**src/rtl/ocp_pkg.sv**
```systemverilog
package ocp_pkg;
  typedef enum logic {
    ST_MON   = 1'b0,
    ST_RETRY = 1'b1
  } retry_st_e;
endpackage

```
**src/rtl/ocp_qualify.sv**
```systemverilog
module ocp_qualify #(
  parameter int N_SW = 6
) (
  input  logic [N_SW-1:0] oc_sw,
  input  logic [N_SW-1:0] gate_on,
  input  logic            oc_sense,
  output logic            cond
);
  logic [N_SW-1:0] qual;

  for (genvar g = 0; g < N_SW; g++) begin : g_sw
    // a switch flag only counts while that switch is driven
    assign qual[g] = oc_sw[g] & gate_on[g];
  end

  assign cond = (|qual) | oc_sense;
endmodule

```
**src/rtl/ocp_deglitch.sv**
```systemverilog
module ocp_deglitch #(
  parameter int DEG_W = 8
) (
  input  logic             clk,
  input  logic             rst_n,
  input  logic             arm,
  input  logic             cond,
  input  logic [DEG_W-1:0] deg_sel,
  output logic             trip
);
  logic [DEG_W-1:0] cnt_q, cnt_d;
  logic             cnt_en;

  always_comb begin
    cnt_en = 1'b1;
    cnt_d  = cnt_q;
    if (!arm || !cond) begin
      cnt_d = '0;
    end else if (cnt_q != deg_sel) begin
      cnt_d = cnt_q + 1'b1;
    end else begin
      cnt_en = 1'b0;
    end
  end

  always_ff @(posedge clk or negedge rst_n) begin
    if (!rst_n) begin
      cnt_q <= '0;
    end else if (cnt_en) begin
      cnt_q <= cnt_d;
    end
  end

  assign trip = arm && cond && (cnt_q == deg_sel);

  AST_CNT_RESTART: assert property (@(posedge clk) disable iff (!rst_n)
    !cond |=> (cnt_q == '0));
  AST_CNT_BOUND: assert property (@(posedge clk) disable iff (!rst_n)
    arm && cond && $stable(deg_sel) |=> (cnt_q <= deg_sel));
endmodule

```
**src/rtl/ocp_retry_fsm.sv**
```systemverilog
module ocp_retry_fsm
  import ocp_pkg::*;
#(
  parameter longint RETRY_CYC = 64'd1250000
) (
  input  logic clk,
  input  logic rst_n,
  input  logic trip,
  output logic retry_active
);
  localparam int RCW = (RETRY_CYC > 2) ? $clog2(RETRY_CYC) : 1;
  localparam logic [RCW-1:0] LAST = RCW'(RETRY_CYC - 1);

  retry_st_e      st_q, st_d;
  logic [RCW-1:0] cnt_q, cnt_d;
  logic           cnt_en;

  always_comb begin
    st_d   = st_q;
    cnt_d  = cnt_q;
    cnt_en = 1'b0;
    unique case (st_q)
      ST_MON: begin
        if (trip) begin
          st_d   = ST_RETRY;
          cnt_d  = '0;
          cnt_en = 1'b1;
        end
      end
      ST_RETRY: begin
        cnt_en = 1'b1;
        if (cnt_q == LAST) begin
          st_d  = ST_MON;
          cnt_d = '0;
        end else begin
          cnt_d = cnt_q + 1'b1;
        end
      end
      default: st_d = ST_MON;
    endcase
  end

  always_ff @(posedge clk or negedge rst_n) begin
    if (!rst_n) begin
      st_q <= ST_MON;
    end else begin
      st_q <= st_d;
    end
  end

  always_ff @(posedge clk or negedge rst_n) begin
    if (!rst_n) begin
      cnt_q <= '0;
    end else if (cnt_en) begin
      cnt_q <= cnt_d;
    end
  end

  assign retry_active = (st_q == ST_RETRY);

  AST_RETRY_ENTRY: assert property (@(posedge clk) disable iff (!rst_n)
    (st_q == ST_MON) && trip |=> (st_q == ST_RETRY) && (cnt_q == '0));
  AST_RETRY_CNT_MAX: assert property (@(posedge clk) disable iff (!rst_n)
    cnt_q <= LAST);
  AST_RETRY_EXIT: assert property (@(posedge clk) disable iff (!rst_n)
    (st_q == ST_RETRY) && (cnt_q == LAST) |=> (st_q == ST_MON));
  AST_RETRY_HOLD: assert property (@(posedge clk) disable iff (!rst_n)
    (st_q == ST_RETRY) && (cnt_q != LAST) |=> (st_q == ST_RETRY));
endmodule

```
**src/rtl/ocp_retry_ctrl.sv**
```systemverilog
module ocp_retry_ctrl #(
  parameter int     N_SW     = 6,
  parameter int     DEG_W    = 8,
  parameter longint CLK_HZ   = 64'd250000000,
  parameter longint RETRY_US = 64'd5000
) (
  input  logic             clk,
  input  logic             rst_n,
  input  logic [N_SW-1:0]  oc_sw,
  input  logic [N_SW-1:0]  gate_on,
  input  logic             oc_sense,
  input  logic [DEG_W-1:0] deg_sel,
  input  logic             wr_en,
  input  logic             wr_data,
  output logic             drv_en,
  output logic             fault_n,
  output logic             oc_status
);
  localparam longint RETRY_CYC = (CLK_HZ * RETRY_US) / 64'd1000000;

  logic [1:0] rst_sync_q;
  logic       rst_int_n;
  logic       cond, trip, retry_active;
  logic       stat_d, stat_en;

  // asynchronous assertion, synchronous release
  always_ff @(posedge clk or negedge rst_n) begin
    if (!rst_n) begin
      rst_sync_q <= 2'b00;
    end else begin
      rst_sync_q <= {rst_sync_q[0], 1'b1};
    end
  end
  assign rst_int_n = rst_sync_q[1];

  ocp_qualify #(.N_SW(N_SW)) u_qual (
    .oc_sw    (oc_sw),
    .gate_on  (gate_on),
    .oc_sense (oc_sense),
    .cond     (cond)
  );

  ocp_deglitch #(.DEG_W(DEG_W)) u_deg (
    .clk     (clk),
    .rst_n   (rst_int_n),
    .arm     (!retry_active),
    .cond    (cond),
    .deg_sel (deg_sel),
    .trip    (trip)
  );

  ocp_retry_fsm #(.RETRY_CYC(RETRY_CYC)) u_fsm (
    .clk          (clk),
    .rst_n        (rst_int_n),
    .trip         (trip),
    .retry_active (retry_active)
  );

  // sticky status: set has priority over a write of zero
  always_comb begin
    stat_en = 1'b0;
    stat_d  = oc_status;
    if (trip) begin
      stat_en = 1'b1;
      stat_d  = 1'b1;
    end else if (wr_en && !wr_data) begin
      stat_en = 1'b1;
      stat_d  = 1'b0;
    end
  end

  always_ff @(posedge clk or negedge rst_int_n) begin
    if (!rst_int_n) begin
      oc_status <= 1'b0;
    end else if (stat_en) begin
      oc_status <= stat_d;
    end
  end

  assign drv_en  = !retry_active;
  assign fault_n = !retry_active;

  AST_TRIP_DISABLES: assert property (@(posedge clk) disable iff (!rst_int_n)
    trip |=> !drv_en && !fault_n);
  AST_SET_WINS: assert property (@(posedge clk) disable iff (!rst_int_n)
    trip |=> oc_status);
  AST_STATUS_STICKY: assert property (@(posedge clk) disable iff (!rst_int_n)
    oc_status && !(wr_en && !wr_data) |=> oc_status);
  AST_WRITE_ONE_NOOP: assert property (@(posedge clk) disable iff (!rst_int_n)
    !oc_status && wr_en && wr_data && fault_n && !cond |=> !oc_status);
  AST_IGNORE_IN_RETRY: assert property (@(posedge clk) disable iff (!rst_int_n)
    !fault_n && wr_en && !wr_data |=> !oc_status);
endmodule

```
**config.mk**
```make
export PLATFORM = sky130hd
export DESIGN_NAME = ocp_retry_ctrl
export DESIGN_NICKNAME = d
export VERILOG_FILES = /design/src/rtl/ocp_pkg.sv /design/src/rtl/ocp_qualify.sv /design/src/rtl/ocp_deglitch.sv /design/src/rtl/ocp_retry_fsm.sv /design/src/rtl/ocp_retry_ctrl.sv
export SDC_FILE = /design/constraint.sdc
export NUM_CORES = 1
export LEC_CHECK = 0
export BUFFER_PORTS_ARGS = -buffer_cell sky130_fd_sc_hd__buf_2
export CAP_MARGIN = 30
export CORE_MARGIN = 5
export CORE_UTILIZATION = 50
export DETAILED_ROUTE_END_ITERATION = 10
export PLACE_DENSITY = 0.71
export SYNTH_ARGS = -nofsm -noshare
export SYNTH_HDL_FRONTEND = slang
export SYNTH_SLANG_ARGS = --single-unit
```
**constraint.sdc**
```tcl
create_clock -name clk -period 1.85 [get_ports clk]
set_clock_uncertainty 0.05 [all_clocks]
set_input_delay 0.2775 -clock clk [delete_from_list [all_inputs] [get_ports clk]]
set_output_delay 0.2775 -clock clk [all_outputs]
set_load 0.005 [all_outputs]
```
Word-level counts from Yosys, hierarchy flattened
Cells that the tools add are included.
Storage, ports and cells
  register bits after elaboration: 33
  input bits: 25
  output and inout port bits: 3
  word-level logic and storage cells: 47
Cells by class
  add/subtract/negate cells: 2
  eq/ne operators: 4
  muxes and demuxes: 15
  bitwise gates (word level): 8
  reductions and logical operators: 13
Operators with widths (count)
  $mux W21: 2
  $pmux W21 S2: 1
  $add A21 B1 Y21 const B: 1
  $eq A21 B21 Y1 const B: 1
  $mux W8: 2
  $add A8 B1 Y8 const B: 1
  $eq A8 B8 Y1: 1
  $mux W1: 8
  $ne A8 B8 Y1: 1
  $and A1 B1 Y1: 6
  $reduce_and A2 Y1: 3
  $reduce_or A6 Y1: 1
  $pmux W1 S2: 2
  $reduce_bool A2 Y1: 2
  $logic_and A1 B1 Y1: 3
  $logic_not A1 Y1: 3
  $ne A2 B2 Y1 const B: 1
  $logic_or A1 B1 Y1: 1
  $not A1 Y1: 1
  $or A1 B1 Y1: 1

Depth between registers and ports, before layout
Gate-level depths: netlist (run 1).
  word-level depth: 8
  depth in mapped cells: 7
  depth with buffers taken out: 6

Cells and area by module
A second synthesis (run 1) with hierarchy kept.
Unflattened totals
  cells, all modules: 213
  area, all modules: 1969.4 sq um
Modules (own cells, without submodules)
  ocp_retry_fsm: instances 1, cells an instance 139, area each 1267.5 sq um, seq. area each 550.5 sq um
  ocp_deglitch: instances 1, cells an instance 62, area each 570.5 sq um, seq. area each 200.2 sq um
  ocp_retry_ctrl: instances 1, cells an instance 8, area each 103.8 sq um, seq. area each 75.1 sq um
  ocp_qualify: instances 1, cells an instance 4, area each 27.5 sq um, seq. area each 0.0 sq um

Least setup slack after synthesis (run 1)
OpenSTA, ideal clock, no wires.
  path type: register -> register
  start: reg u_deg.cnt_q[2]
  end: reg u_fsm.cnt_q[4]
  library setup time: 0.122 ns
  arrival time: 1.734 ns
  data required time: 1.678 ns
  path slack: -0.056 ns
  stages on the path, launching flop included: 7
  buffers on the path: 1
  period minus slack after synthesis: 1.906 ns
  path through: dfrtp_1 > xor2_1 > nor4_4 > a31oi_1 > buf_2 > a21o_1 > a32o_1
On the way
  cells in the longest elaborated chain, start to end: 5
  elaborated cells between the ends (all ways): 6
  those cells by class: 2 x eq/ne; 2 x mux; 2 x reduce/logical
Ends and longest elaborated chain
  from (decl): RTL line ocp_deglitch.sv:11  | logic [DEG_W-1:0] cnt_q, cnt_d;
  from (signal assigned): RTL line ocp_deglitch.sv:30  | cnt_q <= cnt_d;
  $eq A8 B8 Y1 (*): RTL line ocp_deglitch.sv:34  | assign trip = arm && cond && (cnt_q == deg_sel);
  $logic_and A1 B1 Y1 (*): RTL line ocp_deglitch.sv:34
  $mux W1: RTL line ocp_retry_fsm.sv:24  | if (trip) begin
  $pmux W1 S2: RTL line ocp_retry_fsm.sv:22  | unique case (st_q)
  $reduce_and A2 Y1 (no source line) (*)
  to (signal assigned): RTL line ocp_retry_fsm.sv:55  | cnt_q <= cnt_d;
  to (decl): RTL line ocp_retry_fsm.sv:15  | logic [RCW-1:0] cnt_q, cnt_d;
Mark *: on every way between the ends. The rest lies on a longest branch, timed or not.
A chain may end at the register's enable or synchronous reset.

Final worst setup path (run 1)
  start: reg u_fsm.cnt_q[8]
  end: reg u_fsm.cnt_q[17]
On the way
  cells in the longest elaborated chain, start to end: 3
  elaborated cells between the ends (all ways): 4
  those cells by class: 1 x add/sub; 1 x eq/ne; 2 x mux
Ends and longest elaborated chain
  $add A21 B1 Y21 / $eq A21 B21 Y1 (equally long branches): RTL line ocp_retry_fsm.sv:36, ocp_retry_fsm.sv:32
  $mux W21 (*): RTL line ocp_retry_fsm.sv:32  | if (cnt_q == LAST) begin
  $pmux W21 S2 (*): RTL line ocp_retry_fsm.sv:22
Marked as above.

==> results of run 1 <==
==> layout make-up <==
type | count | area share [%]
multi-input cells | 164 | 40.3
inverters | 11 | 1.50
well taps | 48 | 2.19
clock inverters | 3 | 0.638
repair buffers | 88 | 22.7
flip-flops and latches | 33 | 30.1
clock buffers | 5 | 2.51
==> state kept, by name (all words and copies together) (netlist names) <==
register / count
u_deg.cnt_q: 8
u_fsm.cnt_q: 21
u_fsm.retry_active: 1
oc_status: 1
rst_sync_q: 2
==> synthesized netlist by cell type, drive strengths merged (2+ instances only) <==
| library cell | number |
|---|---|
| nor2 | 16 |
| inv | 11 |
| nand4 | 8 |
| o21ai | 9 |
| or4 | 2 |
| nand3b | 4 |
| a21o | 2 |
| ha | 2 |
| xor2 | 8 |
| mux2i | 3 |
| nand3 | 29 |
| clkbuf | 2 |
| nor4 | 7 |
| dfrtp | 33 |
| a21oi | 15 |
| or3 | 7 |
| buf | 5 |
| nand2 | 27 |
| xnor2 | 7 |
| a211oi | 2 |
==> repair_timing <==
item / in CTS / in global routing
gates resized for setup: 9 / 19
hold buffers: 1 / 0
setup buffers: 10 / 7
endpoints found under the hold margin: 2 / 0
endpoints found under the setup margin: 18 / 19
gates cloned: 0 / 2
pin swaps: 4 / 13
==> metal layers <==
metal  vias up  share of wire (%)
met2        58                 47
met4         0                1.5
li1        944                  -
met3         7                6.0
met1       942                 45
met5         -                  0
==> path summary, 6_finish.rpt <==
path                                               end  slack [ps]  depth (start not counted)
max in group asynchronous   u_fsm.cnt_q[4]$_DFFE_PN0P_        1210                          1
min reg2reg                 u_fsm.cnt_q[1]$_DFFE_PN0P_         200                          1
min                              oc_status$_DFFE_PN0P_         160                          3
min in group asynchronous   u_fsm.cnt_q[1]$_DFFE_PN0P_         200                          1
max reg2reg                u_fsm.cnt_q[17]$_DFFE_PN0P_        -110                          7
max                        u_fsm.cnt_q[17]$_DFFE_PN0P_        -110                          7
==> tightest hold or removal path, delay by kind of cell <==
family	cells	cell delay, ps
AOI/OAI and AO/OA	1	60
buffers and inverters	1	70
and+or+nand+nor	1	60
==> stage by stage <==
| step | util (%) | cell area [sq um] | setup WS [ps] |
|---|---|---|---|
| after CTS | 71.4 | 2610 | -1.35 |
| after global routing | 75.0 | 2750 | -233 |
| final | 75.0 | 2750 | -106 |
| after detailed placement | 65.3 | 2390 | -69.3 |
| after floorplan | - | 1910 | -42.9 |
| after global placement | 65.3 | 2390 | -46.0 |
==> where the power goes <==
part / switching, uW / leakage [uW] / internal [uW]
clock network: 273 / 0.0000439 / 259
logic: 109 / 0.000775 / 110
registers: 36.1 / 0.000424 / 761
==> kinds of logic (layout without fill, tap and decap cells) <==
logic type | Yosys count | count (layout) | synth area share, %
buffers and inverters | 18 | 107 | 4.03
AO/OA/AOI/OAI | 38 | 38 | 12.4
adder cells (fa/ha/maj) | 2 | 2 | 1.32
other | 1 | 1 | 0.198
AND/OR/NAND/NOR | 105 | 105 | 29.9
flip-flops | 33 | 33 | 43.7
XOR/XNOR | 15 | 15 | 6.94
multiplexers | 3 | 3 | 1.59
==> metrics.txt, run 1 <==
status=complete, but fails checks; violated checks=setup timing; ys flop type=dfrtp_1; power density cells=564 mW/mm^2; pin count of the biggest net entering global routing=32; Post-Syn Instances=215; clock latency on the worst-skew pair=280 ps; grt met3 use=4.63%; Max clock buf depth=2; number of synthesized flops with an enable pin=0; CTS tree=yes; Multi-input gate area=0.00111 sq mm; CP max stage delay=530 ps; hold_sp=wr_data; max-slew violations=0; Peak VDD IR=0.599 mV; CP arrival=2060 ps; grt total ovfl=0; first-pass GRT wire length=8310 um; die footprint=0.00511 sq mm; CP cell instances=buf_4 -> or4_4 -> nor4_4 -> a21o_1 -> buf_4 -> or3_1 -> nand3_1; CTS H-tree depth=2; commonest non-fill, non-tap cell in the layout=buf_4; Synth cell types=40; total power=1550 uW; # rows=22; syn nets=242; clk sinks=33; DRC viols=0; M2 GR Usage=32.2%; Crit Path Category=reg -> reg; Fin. Hold Viols=0; Post-Syn Area=0.00189 sq mm; hold slack=164 ps; Critical Path RT=1960 ps; Synth Register Bits=33; layout cells sized above 1=39.5%; Synth area leader=dfrtp_1; Worst Setup SP=u_fsm.cnt_q[8]$_DFFE_PN0P_; slack of the critical path=-106 ps; fin cells=352; maximum clock frequency=511 MHz; # diodes=0; die width=71.5 um; top-level I/O count=28; Die Y=71.5 um; Syn. warnings=0; number of fill cells=260; core area=0.00366 sq mm; Tmin final=1960 ps; Pleak=0.00124 uW; Worst-path clk slew=70 ps; startpoint types=flip-flop; Seq/Total Area, Yosys=43.7%; Routed WL=5220 um; placed cell count=324; final period utilization=106%; Synth area leaders=dfrtp_1, nand3_1, nand2_1; Routed Antenna Nets=0; Port-buffer cells=27; Nets=330; DR vias=1951; initial antenna violation count=0; Top Usage Layer GRT=met2; Layout area overhead=45.1%; Async SR Flop Fraction=100%; most frequent cells in the layout=buf_4, dfrtp_1, buf_2; WL per Instance=14.8 um; max_cap viols=0; dpl hpwl=3420 um; CP Capture Type=flip-flop; starting density of the core=51.7%; Storage cell area=827 sq um; Setup violations, final=19; Max stage delay cell, worst path=or4_4; vias per std cell=5.54; Yosys top cell area share=43.7%; Num CTS Buffers=5; Largest delay share family, worst path=simple AND/OR/NAND/NOR gates; setup TNS=-1290 ps; drt first pass iters=4; CP bufs+invs=2; FF-to-FF Start=u_fsm.cnt_q[8]$_DFFE_PN0P_; Hold WC Path Type=in -> reg; Crit Path Max Fanout=2; Worst path most repeated cell=buf_4; vias in the first global route=1825; Placer Congestion=0.846; detailed router's first-iteration violation count=179; global-route usage over all layers=20.6%; met1 usage=27.9%; clock root buffer master=clkbuf_8; RSZ-0062 raised after global routing=yes; Mean Syn Cell Area=8.80 sq um
No activity file was read; power rests on OpenSTA's default activity.
==> run 2, diff against run 1 <==
==> constraint.sdc (replaced) <==
create_clock -name clk -period 2 [get_ports clk]
set_clock_uncertainty 0.05 [all_clocks]
set_input_delay 0.3 -clock clk [delete_from_list [all_inputs] [get_ports clk]]
set_output_delay 0.3 -clock clk [all_outputs]
set_load 0.005 [all_outputs]
==> metrics.txt, run 2 (same netlist as run 1, synthesis figures left out) <==
clock root buffer master=clkbuf_8; fin util=66.7% (-8.3 points); Hold WC Path Type=in -> reg; total power=1450 uW (-6.3%); Port-buffer cells=27 (unchanged); initial antenna violation count=0 (unchanged); max reg flops=21 (unchanged); CP max stage delay=570 ps (+40 ps); placed cell count=310 (-4.3%); # diodes=0 (unchanged); Routed Antenna Nets=0 (unchanged); RSZ-0062 raised after global routing=yes; Worst-path clk slew=70 ps (about the same); fin cells=320 (-9.1%); Crit Path Max Fanout=10 (+8); status=complete, but fails checks; Max stage delay cell, worst path=or4b_4; grt met3 use=4.07% (-0.56 points); violated checks=setup timing; max_cap viols=0 (unchanged); Nets=298 (-9.7%); drt first pass iters=4 (unchanged); WL per Instance=14.4 um (-3.0%); CTS H-tree depth=2 (unchanged); vias in the first global route=1776 (-2.7%); CP arrival=2170 ps (+110 ps); Setup violations, final=14 (-5); detailed router's first-iteration violation count=170 (-5.0%); Routed WL=4600 um (-12%); maximum clock frequency=487 MHz (-4.7%); DR vias=1760 (-9.8%); pin count of the biggest net entering global routing=32 (unchanged); Pleak=0.00108 uW (-13%); Peak VDD IR=0.357 mV (-40%); Largest delay share family, worst path=simple AND/OR/NAND/NOR gates; Num CTS Buffers=5 (unchanged); Top Usage Layer GRT=met2; global-route usage over all layers=19.0% (-1.6 points); met1 usage=25.8% (-2.0 points); Die Y=71.5 um (unchanged); vias per std cell=5.50 (-0.77%); die width=71.5 um (unchanged); Largest Register=u_fsm.cnt_q; # rows=22 (unchanged); number of fill cells=320 (+23%); power density cells=594 mW/mm^2 (+5.4%); slack of the critical path=-53.1 ps (+52.7 ps); starting density of the core=51.7% (unchanged); Fin. Hold Viols=0 (unchanged); hold slack=194 ps (+29.9 ps); layout cells sized above 1=28.7% (-11 points); Max clock buf depth=2 (unchanged); Crit Path Category=reg -> reg; Placer Congestion=0.815 (-3.6%); DRC viols=0 (unchanged); most frequent cells in the layout=dfrtp_1, nand3_1, nand2_1, buf_2, buf_4; top flop regs=u_fsm.cnt_q: 21 flops, u_deg.cnt_q: 8 flops, rst_sync_q: 2 flops; clock latency on the worst-skew pair=280 ps (about the same); CP cell instances=or4b_4 -> nor4_4 -> a21o_1 -> buf_12 -> or4_4 -> nand3_2; die footprint=0.00511 sq mm (unchanged); startpoint types=flip-flop; core area=0.00366 sq mm (unchanged); first-pass GRT wire length=7870 um (-5.3%); Layout area overhead=29.0%; max-slew violations=0 (unchanged); grt total ovfl=0 (unchanged); CP bufs+invs=1 (-1); Tmin final=2050 ps (+97.3 ps); top-level I/O count=28 (unchanged); commonest non-fill, non-tap cell in the layout=dfrtp_1; clk sinks=33 (unchanged); Critical Path RT=2120 ps (+160 ps); M2 GR Usage=30.7% (-1.5 points); CTS tree=yes; dpl hpwl=3340 um (-2.2%); setup TNS=-440 ps (+853 ps); CP Capture Type=flip-flop; final period utilization=103% (-3.1 points)
[run 2: cell count changes in the layout (fill, tap and decap cells not counted), moves of 2 or more]
| cell | previous run | this run |
|---|---|---|
| buf_4 | 53 | 25 |
| buf_6 | 5 | 2 |
| a21oi_1 | 6 | 8 |
| clkbuf_8 | 5 | 7 |
| nor4_1 | 1 | 3 |
| nor4_4 | 5 | 3 |
[run 2: tightest hold or removal path, stage by stage]
cell	delay [ps]
buf_2	70
o21ai_0	60
nand2_1	60
[run 2: metal layers]
metal	wire length, um	vias up	part of all wire (%)
li1	-	879	-
met1	2040	838	44
met2	2300	36	50
met3	200	7	4.3
met4	57	0	1.2
met5	0	-	0
[run 2: through the flow]
step | worst slack [ps] | area (sq um)
6_report | -53.1 | 2440
5_1_grt | -127 | 2440
4_1_cts | 20.2 | 2390
3_5_place_dp | 25.0 | 2270
3_3_place_gp | 124 | 2270
2_1_floorplan | 94.4 | 1890
[run 2: final cells by class]
class | instances | area (sq um) | share of cell area [%]
well taps | 48 | 60.1 | 2.46
inverters | 11 | 41.3 | 1.69
multi-input cells | 164 | 1040 | 42.5
clock inverters | 1 | 5.00 | 0.205
flip-flops and latches | 33 | 826 | 33.8
clock buffers | 7 | 96.3 | 3.95
repair buffers | 56 | 375 | 15.4
[run 2: power by group]
group,internal (uW),switching (uW)
registers,704,44.8
clock network,311,246
logic,70.1,75.3
total,1080,366
[run 2: repair_timing]
action | CTS | global route
setup endpoints to repair | 1 | 15
endpoints found under the hold margin | 2 | 0
pin swaps | 0 | 2
setup buffers | 0 | 1
resized for setup | 1 | 12
hold buffers | 1 | 0
[run 2: final timing paths]
kind	cells after the start	to	from	slack, ps
setup / recovery	6	u_fsm.cnt_q[12]$_DFFE_PN0P_	u_fsm.cnt_q[19]$_DFFE_PN0P_	-50
hold / removal	3	oc_status$_DFFE_PN0P_	wr_data	190
setup reg to reg	6	u_fsm.cnt_q[12]$_DFFE_PN0P_	u_fsm.cnt_q[19]$_DFFE_PN0P_	-50
hold reg to reg	1	u_fsm.cnt_q[10]$_DFFE_PN0P_	rst_sync_q[1]$_DFF_PN0_	210
max in group asynchronous	1	u_fsm.cnt_q[18]$_DFFE_PN0P_	rst_sync_q[1]$_DFF_PN0_	1410
min in group asynchronous	1	u_fsm.cnt_q[10]$_DFFE_PN0P_	rst_sync_q[1]$_DFF_PN0_	210
